### src/rtl/dbseq_pkg.sv
package dbseq_pkg;

    localparam int unsigned BYTE_W = 8;
    localparam int unsigned WAIT_W = 2 * BYTE_W;

    localparam logic [BYTE_W-1:0] OP_ACQ  = 8'h01;
    localparam logic [BYTE_W-1:0] OP_REL  = 8'h02;
    localparam logic [BYTE_W-1:0] OP_WAIT = 8'h03;

    typedef enum logic [2:0] {
        ST_FETCH = 3'd0,
        ST_WLO   = 3'd1,
        ST_WHI   = 3'd2,
        ST_COUNT = 3'd3,
        ST_HOLD  = 3'd4
    } exec_state_e;

endpackage

### src/rtl/seq_fifo.sv
module seq_fifo #(
    parameter int unsigned WIDTH = 8,
    parameter int unsigned DEPTH = 16,
    localparam int unsigned AW = (DEPTH > 1) ? $clog2(DEPTH) : 1,
    localparam int unsigned CW = $clog2(DEPTH + 1)
) (
    input  logic             clk,
    input  logic             rst_n,
    input  logic             push,
    input  logic [WIDTH-1:0] din,
    input  logic             pop,
    output logic [WIDTH-1:0] head,
    output logic             empty,
    output logic             full,
    output logic [CW-1:0]    occ
);

    typedef struct packed {
        logic [AW-1:0] wp;
        logic [AW-1:0] rp;
        logic [CW-1:0] cnt;
    } fifo_t;

    fifo_t q, d;
    logic [WIDTH-1:0] mem [DEPTH];
    logic wr_ok, rd_ok;

    function automatic logic [AW-1:0] step(input logic [AW-1:0] p);
        return (p == AW'(DEPTH - 1)) ? '0 : p + 1'b1;
    endfunction

    assign empty = (q.cnt == '0);
    assign full  = (q.cnt == CW'(DEPTH));
    assign occ   = q.cnt;
    assign head  = mem[q.rp];
    assign wr_ok = push && !full;
    assign rd_ok = pop && !empty;

    always_comb begin
        d = q;
        if (wr_ok) d.wp = step(q.wp);
        if (rd_ok) d.rp = step(q.rp);
        case ({wr_ok, rd_ok})
            2'b10:   d.cnt = q.cnt + 1'b1;
            2'b01:   d.cnt = q.cnt - 1'b1;
            default: d.cnt = q.cnt;
        endcase
    end

    always_ff @(posedge clk) begin
        if (!rst_n) q <= '0;
        else        q <= d;
    end

    always_ff @(posedge clk) begin
        if (wr_ok) mem[q.wp] <= din;
    end

endmodule

### src/rtl/db_counter.sv
module db_counter #(
    parameter int unsigned CNT_W = 8
) (
    input  logic             clk,
    input  logic             rst_n,
    input  logic             add_en,
    input  logic [CNT_W-1:0] add_val,
    input  logic             take,
    output logic [CNT_W-1:0] count,
    output logic             positive
);

    typedef struct packed {
        logic [CNT_W-1:0] cnt;
    } dbc_t;

    dbc_t q, d;

    always_comb begin
        d = q;
        // modular sum: signed add and unit decrement share one adder chain
        d.cnt = q.cnt + (add_en ? add_val : '0) - {{(CNT_W-1){1'b0}}, take};
    end

    always_ff @(posedge clk) begin
        if (!rst_n) q <= '0;
        else        q <= d;
    end

    assign count    = q.cnt;
    assign positive = !q.cnt[CNT_W-1] && (q.cnt != '0);

endmodule

### src/rtl/seq_exec.sv
module seq_exec
    import dbseq_pkg::*;
#(
    parameter int unsigned DEPTH = 16,
    localparam int unsigned CW = $clog2(DEPTH + 1)
) (
    input  logic              clk,
    input  logic              rst_n,
    input  logic [BYTE_W-1:0] head,
    input  logic              empty,
    input  logic [CW-1:0]     occ,
    input  logic              push_ok,
    input  logic              hold,
    input  logic              permit,
    output logic              pop,
    output logic              take,
    output logic              bus_own,
    output logic              ovalid,
    output logic [BYTE_W-1:0] obyte,
    output logic              core_idle,
    output logic              bad
);

    typedef struct packed {
        exec_state_e       state;
        logic [WAIT_W-1:0] wcnt;
        logic [BYTE_W-1:0] wlo;
        logic [CW-1:0]     allow;
        logic              bus_own;
        logic              ovalid;
        logic [BYTE_W-1:0] obyte;
        logic              bad;
    } exec_t;

    exec_t q, d;
    logic allowed, can_pop, illegal;

    always_comb begin
        d       = q;
        d.ovalid = 1'b0;
        pop     = 1'b0;
        take    = 1'b0;
        illegal = 1'b0;
        allowed = hold ? (q.allow != '0) : 1'b1;
        can_pop = !empty && allowed;

        case (q.state)
            ST_FETCH, ST_HOLD: begin
                d.state = ST_FETCH;
                if (can_pop) begin
                    if (head == OP_ACQ) begin
                        if (permit) begin
                            pop       = 1'b1;
                            take      = 1'b1;
                            d.bus_own = 1'b1;
                        end else begin
                            d.state = ST_HOLD;
                        end
                    end else if (head == OP_REL) begin
                        pop       = 1'b1;
                        d.bus_own = 1'b0;
                    end else if (head == OP_WAIT) begin
                        pop     = 1'b1;
                        d.state = ST_WLO;
                    end else begin
                        pop      = 1'b1;
                        d.ovalid = 1'b1;
                        d.obyte  = head;
                    end
                end
            end
            ST_WLO: begin
                if (can_pop) begin
                    pop     = 1'b1;
                    d.wlo   = head;
                    d.state = ST_WHI;
                end
            end
            ST_WHI: begin
                if (can_pop) begin
                    pop     = 1'b1;
                    d.wcnt  = {head, q.wlo};
                    d.state = ({head, q.wlo} == '0) ? ST_FETCH : ST_COUNT;
                end
            end
            ST_COUNT: begin
                d.wcnt = q.wcnt - 1'b1;
                if (q.wcnt == WAIT_W'(1)) d.state = ST_FETCH;
            end
            default: begin
                illegal = 1'b1;
                d.state = ST_FETCH;
            end
        endcase

        d.bad = q.bad | illegal;

        // bytes eligible under hold: snapshot of occupancy, drained by pops only
        if (hold) d.allow = q.allow - CW'(pop);
        else      d.allow = occ + CW'(push_ok) - CW'(pop);
    end

    always_ff @(posedge clk) begin
        if (!rst_n) begin
            q       <= '0;
            q.state <= ST_FETCH;
        end else begin
            q <= d;
        end
    end

    assign bus_own   = q.bus_own;
    assign ovalid    = q.ovalid;
    assign obyte     = q.obyte;
    assign core_idle = (q.state == ST_FETCH) && !q.bus_own;
    assign bad       = q.bad;

endmodule

### src/rtl/dbell_seq.sv
module dbell_seq
    import dbseq_pkg::*;
#(
    parameter int unsigned DEPTH = 16,
    parameter int unsigned CNT_W = 8
) (
    input  logic              clk,
    input  logic              rst_n,
    input  logic              cmd_push,
    input  logic [BYTE_W-1:0] cmd_byte,
    output logic              cmd_full,
    input  logic              db_wr,
    input  logic [CNT_W-1:0]  db_val,
    output logic [CNT_W-1:0]  db_count,
    input  logic              exec_hold,
    output logic              bus_owned,
    output logic              out_valid,
    output logic [BYTE_W-1:0] out_byte,
    output logic              idle,
    output logic              sm_bad
);

    localparam int unsigned CW = $clog2(DEPTH + 1);

    logic [BYTE_W-1:0] q_head;
    logic              q_empty;
    logic [CW-1:0]     q_occ;
    logic              q_pop;
    logic              acq_take;
    logic              permit;
    logic              core_idle;

    seq_fifo #(.WIDTH(BYTE_W), .DEPTH(DEPTH)) u_fifo (
        .clk   (clk),
        .rst_n (rst_n),
        .push  (cmd_push),
        .din   (cmd_byte),
        .pop   (q_pop),
        .head  (q_head),
        .empty (q_empty),
        .full  (cmd_full),
        .occ   (q_occ)
    );

    db_counter #(.CNT_W(CNT_W)) u_db (
        .clk      (clk),
        .rst_n    (rst_n),
        .add_en   (db_wr),
        .add_val  (db_val),
        .take     (acq_take),
        .count    (db_count),
        .positive (permit)
    );

    seq_exec #(.DEPTH(DEPTH)) u_exec (
        .clk       (clk),
        .rst_n     (rst_n),
        .head      (q_head),
        .empty     (q_empty),
        .occ       (q_occ),
        .push_ok   (cmd_push && !cmd_full),
        .hold      (exec_hold),
        .permit    (permit),
        .pop       (q_pop),
        .take      (acq_take),
        .bus_own   (bus_owned),
        .ovalid    (out_valid),
        .obyte     (out_byte),
        .core_idle (core_idle),
        .bad       (sm_bad)
    );

    assign idle = q_empty && core_idle;

endmodule

### config.mk
export PLATFORM = sky130hd
export DESIGN_NAME = dbell_seq
export DESIGN_NICKNAME = d
export VERILOG_FILES = /design/src/rtl/dbseq_pkg.sv /design/src/rtl/seq_fifo.sv /design/src/rtl/db_counter.sv /design/src/rtl/seq_exec.sv /design/src/rtl/dbell_seq.sv
export SDC_FILE = /design/constraint.sdc
export NUM_CORES = 1
export LEC_CHECK = 0
export BUFFER_PORTS_ARGS = -buffer_cell sky130_fd_sc_hd__clkbuf_2
export CAP_MARGIN = 10
export CORE_MARGIN = 2
export CORE_UTILIZATION = 61
export CTS_CLUSTER_SIZE = 28
export DETAILED_ROUTE_END_ITERATION = 10
export PLACE_DENSITY_LB_ADDON = 0.3
export SYNTH_ARGS = -nofsm -noshare
export SYNTH_HDL_FRONTEND = slang
export SYNTH_SLANG_ARGS = --single-unit
### constraint.sdc
create_clock -name clk -period 4.78 [get_ports clk]
set_input_delay 0.239 -clock clk [delete_from_list [all_inputs] [get_ports clk]]
set_output_delay 0.239 -clock clk [all_outputs]
set_load 0.02 [all_outputs]
* After elaboration in Yosys (flattened, before gate mapping)
Memory sizes are Yosys's and may differ from the RTL's. A register that Yosys moved wholly into a read port is not among the register bits. Index checks and enable logic that the tools add are counted.
Operators by class: add/sub/neg operators 10, equal/unequal tests 17, muxes and demuxes 34, bitwise gates (word level) 7, reductions and logical operators 27
Operators with widths (number):
- $pmux W16 S2 | 1
- $mux W19 | 1
- $mux W3 | 6
- $eq A16 B1 Y1 const B | 1
- $eq A8 B2 Y1 const B | 2
- $logic_not A16 Y1 | 1
- $mux W4 | 4
- $sub A16 B1 Y16 const B | 1
- $mux W1 | 15
- $pmux W3 S4 | 1
- $pmux W5 S2 | 1
- $reduce_or A5 Y1 | 2
- $sub A5 B1 Y5 | 2
- $mux W9 | 1
- $add A4 B1 Y4 const B | 2
- $add A8 B8 Y8 | 1
- $eq A4 B4 Y1 const B | 2
- $eq A8 B1 Y1 const B | 1
- $mux W8 | 1
- $reduce_bool A8 Y1 | 1
- $sub A8 B1 Y8 | 1
- $eq A3 B2 Y1 const B | 2
- $logic_and A1 B1 Y1 | 6
- $ne A2 B1 Y1 const B | 3
- 24 further kinds | 36
Storage, ports and cells: flip-flop bits (word level) 64, RAM bits 128, output and inout bits 21, word-level logic and storage cells 108, memories 1
Memories:
- u_fifo.mem | depth 16, width 8, rd ports 1, clocked after memory_dff 1, write ports 1, line seq_fifo.sv:25 | logic [WIDTH-1:0] mem [DEPTH];

* Depth between registers and ports, before layout
depth in word-level cells 9, gate-level depth with buffers 22

* Modules after synthesis
Synthesis repeated with hierarchy kept, for this count alone.
Second synthesis, totals: cell total of the unflattened synthesis 696, area total of the unflattened synthesis 9173.8 um^2
Modules (own cells, without submodules):
- seq_fifo | times used 1, cells an instance 299, area an instance 5866.9 um^2, sequential area each 4184.0 um^2
- seq_exec | times used 1, cells an instance 300, area an instance 2513.7 um^2, sequential area each 860.8 um^2
- db_counter | times used 1, cells an instance 95, area an instance 773.2 um^2, sequential area each 160.2 um^2
- dbell_seq | times used 1, cells an instance 2, area an instance 20.0 um^2, sequential area each 0.0 um^2

* Worst setup path before layout
Ideal clock, no wire load.
path kind register -> register, start point register (tool-made name), end point register u_fifo.q, in the netlist u_fifo.occ[4], arrival 3745 ps, required time 4710 ps, setup slack 965 ps, stages on the path, launching flop included 19, clock period less this slack 3815 ps, path through dfxtp_1 buf_4 mux4_2 o22ai_1 nor2_2 nor4_4 o21ai_2 o21ai_4 nand2_1 ha_1 clkbuf_1 xor2_1 ha_1 o21ai_0 a21oi_1 a21oi_1 xor2_1 or3_1 a21oi_1
RTL lines:
- end signal, assigned | line seq_fifo.sv:51 | if (!rst_n) q <= '0;
- end signal, assigned | line seq_fifo.sv:52 | else q <= d;
- end, declared | line seq_fifo.sv:24 | fifo_t q, d;

==> impl_results.md <==
- Clock insertion delay at the later pin of the skew report: 0.44 ns
- Total core area: 14480 um^2
- Y dimension of the die: 125.3 um
- Type of origin of the critical path: flop
- Flip-flop and latch count after synthesis: 196
- Post-CTS repair timing setup buffer count: 0
- Sequential cell fraction of total power: 39.1%
- Longest individual stage delay on the worst path: 0.60 ns
- Starting DRT DRC Count: 734
- Remaining Overflow, GRT: 0
- Final core utilization: 67.93%
- Crit path top cell by count: a21oi_1
- RSZ-0062 raised after global routing: false
- Arrival time reported for the critical path endpoint: between 4 and 5 ns
- RD Place Congestion: 0.8407
- PD cells: 541.0 nW/um^2
- Final setup vio count: 0
- Clock network power share: 27.6%
- Async S/R FF share, synth: 0%
- Area share of the largest cell type after synthesis: ~43%
- Worst setup path class: reg2reg
- Number of maximum-capacitance violations: 0
- Dominant cell type by area after synthesis: edfxtp_1
- Area of all placed cells without fillers: 9836 um^2
- CP Cell Sequence: buf_4 -> mux4_1 -> nor2b_1 -> nor2_1 -> and3_1 -> o21ai_2 -> o21ai_4 -> nand2_1 -> ha_1 -> xor2_1 -> ha_1 -> o21ai_0 -> a21oi_1 -> a21oi_1 -> xor2_1 -> or3_1 -> a21oi_1
- Layout cells sized above 1: 17.39%
- Depth of the most critical reg-to-reg path: 17
- Type of the worst min-delay path: in2reg
- Tightest hold margin: 0.1421 ns
- Global routing usage summed across all routing layers: 24.89%
- Count of buffers inserted at the top-level ports: 41
- Total CTS buffers: 17
- Critical path peak fanout: 17
- Prevailing post-synth register cell: edfxtp_1
- CTS sink count: 196
- Run status: complete, no violations
- Warnings, synthesis: 0
- Die footprint: 15700 um^2
- Main area contributors after synthesis: edfxtp_1 (43%), dfxtp_1 (15%), mux4_2 (7.0%)
- Effective utilization at floorplan: about 62%
- Hpwl dp: 12450 um
- Number of placed I/O pins: 42
- Detailed-router iteration count before antenna repair: 5
- Slew at the pin closest to its max-slew limit: 1.098 ns
- Max-slew violation total from the final report: 0
- Largest net degree at the start of global routing: 50
- Slowest CP cell: mux4_1
- Total via count after detailed routing: 5890
- Min cycle time layout: 4.350 ns
- First-pass GRT wire length: roughly 30000 um
- Part of the Yosys area used for sequential elements: approximately 58%
- Post-route fraction of the period consumed by the critical path: 91.00%
- Upper clock frequency limit: roughly 0.23 GHz
- Area of the mapped netlist: about 9000 um^2
- Mean instance size in the synthesized netlist: 12.34 um^2
- Number of H-tree levels: 4
- Antenna Diode Count: 0
- Final setup skew: 0.009405 ns
- Post-Synthesis Cells: 727
- Buffer cell driving the clock tree root: clkbuf_16
- CTS tree: done
- Post-synthesis net count: 783
- Routed Antenna Nets: 0
- Clock-pin slew reported for the worst setup and hold paths after clock tree synthesis: 0.07 ns
- Mean routed wirelength per cell: 19.80 um
- Die width: 125.3 um
- Combinational power share: 33.3%
- Net switching fraction of the power: 34.22%
- Cell depth of the worst hold path: 2
- Routed wire length: 18790 um
- Post-DR vias/cell: 6.207
- Vias in the first global route: about 5.6k
- Peak ir drop on the vdd network: between 300 and 400 uV
- Cell internal power dissipation: 3.500 mW
- Net load switching power: 1.821 mW
- Count of unresolved DRC violations after routing: 0
- Synth cell types: between 60 and 70
- Instance area at placement: 9231 um^2
- Final net count: 809
- Slew margin rel.: 26.54%
- Count of flip-flops with a built-in enable after synthesis: 128
- Number of placement rows: 44
- Category of the worst setup path capture point: flop
- Clock Path Buffers: 2
- Post-Route Setup TNS: 0 ns
- Static leakage: about 3.6 nW
- Growth of design area from synthesis to finish: 9.607%
- Antenna violations before repair: 0
- Final Hold Viols: 0
- Required time at the worst-slack endpoint: 5.15 ns
-- synth_stat cells (8+ instances only) --
cell type  instances
nor3_1            15
ha_1              33
and2_1            11
xor2_1            14
nor2_1            72
clkbuf_1          17
mux4_2            28
edfxtp_1         128
a21oi_1           39
nand2b_1           9
inv_1             40
nand3_1           12
buf_2              8
nand2_1           69
buf_4             10
dfxtp_1           68
o21ai_0           22
o22ai_1            9
-- critical path, delay by kind of cell, from the launching register on --
family                   cells  cell delay, ns
AO/OA/AOI/OAI                6            0.98
XOR/XNOR                     2            0.29
adder cells (fa/ha/maj)      2            0.62
buffers and inverters        1            0.35
flip-flops                   1            0.44
multiplexers                 1            0.60
AND/OR/NAND/NOR              5            1.00
-- layout make-up --
type	instances	area (um^2)
flip-flops and latches	196	5207
fillers	1012	4643
multi-input cells	450	3387
clock buffers	17	425.4
repair buffers	48	257.7
well taps	184	230.2
clock inverters	14	177.7
inverters	40	150.1
-- power groups by stage --
| stage | registers [mW] | clock network [mW] | logic, mW |
|---|---|---|---|
| floorplan | 2.08 | 0 | 1.40 |
| global placement | 2.10 | 0 | 1.68 |
| detailed placement | 2.11 | 0 | 1.75 |
| CTS | 2.08 | 1.48 | 1.77 |
| global route | 2.10 | 1.54 | 1.96 |
| finish | 2.08 | 1.47 | 1.77 |
-- metrics by stage --
| stage | cells | worst slack (ns) | power, mW |
|---|---|---|---|
| 3_3_place_gp | 918 | 0.5929 | 3.783 |
| 2_1_floorplan | 727 | 0.9651 | 3.484 |
| 4_1_cts | 949 | 0.3711 | 5.326 |
| 6_report | 949 | 0.4301 | 5.321 |
| 3_5_place_dp | 918 | 0.4691 | 3.860 |
| 5_1_grt | 949 | 0.08524 | 5.605 |
-- flip-flops by register name, summed over array words and instances (netlist names), named ones only --
| signal | flops |
|---|---|
| u_exec.bus_own | 1 |
| u_fifo.mem | 128 |
| u_db.count | 8 |
| u_exec.ovalid | 1 |
| u_exec.bad | 1 |
| u_fifo.occ | 5 |
| u_exec.obyte | 8 |
| u_exec.q | 32 |
| u_fifo.q | 8 |
-- cells in the final DEF (no fill, tap or decap), types with 4 or more instances in the layout --
cell,instances
a21o_1,6
nor3_2,5
nor2b_1,7
clkbuf_16,17
and2_1,11
and3_1,5
xnor2_1,7
clkbuf_2,41
nor3b_1,4
or3_1,5
xor2_1,14
o21ai_1,5
nand2b_1,9
edfxtp_1,128
nand2_1,69
nor2_1,72
dfxtp_1,66
o22ai_1,9
mux2i_1,7
buf_4,7
mux4_2,28
o21ai_0,22
nor4_1,5
mux4_1,4
inv_1,40
a21oi_1,39
nor3_1,11
inv_6,4
a211oi_1,5
nand3_1,12
a22oi_1,6
ha_1,33
-- metal layers --
metal,GRT usage [%],wire (um)
met5,0,0
met4,9.085,432
met3,4.964,1192
met2,42.04,9498
met1,32.30,7671
-- cells by family after synthesis --
kind of cell / share of synthesized area (%)
AO/OA/AOI/OAI: 9.105
XOR/XNOR: 2.050
adder cells (fa/ha/maj): 5.047
buffers and inverters: 4.476
flip-flops: 58.00
multiplexers: 9.230
AND/OR/NAND/NOR: 12.09
-- worst paths after layout --
path,slack [ns],from,endpoint
max reg2reg,0.43,flop,u_fifo.occ[4]
max,0.43,flop,u_fifo.occ[4]
min reg2reg,0.46,u_exec.obyte[6],u_exec.obyte[6]
min,0.14,exec_hold,u_exec.q[12]
-- what timing repair did --
action / CTS / global route
gates resized for setup: 0 / 1
hold buffers: 0 / 0
setup endpoints to repair: 0 / 1
Note: power is estimated with default switching activity, not from simulation.
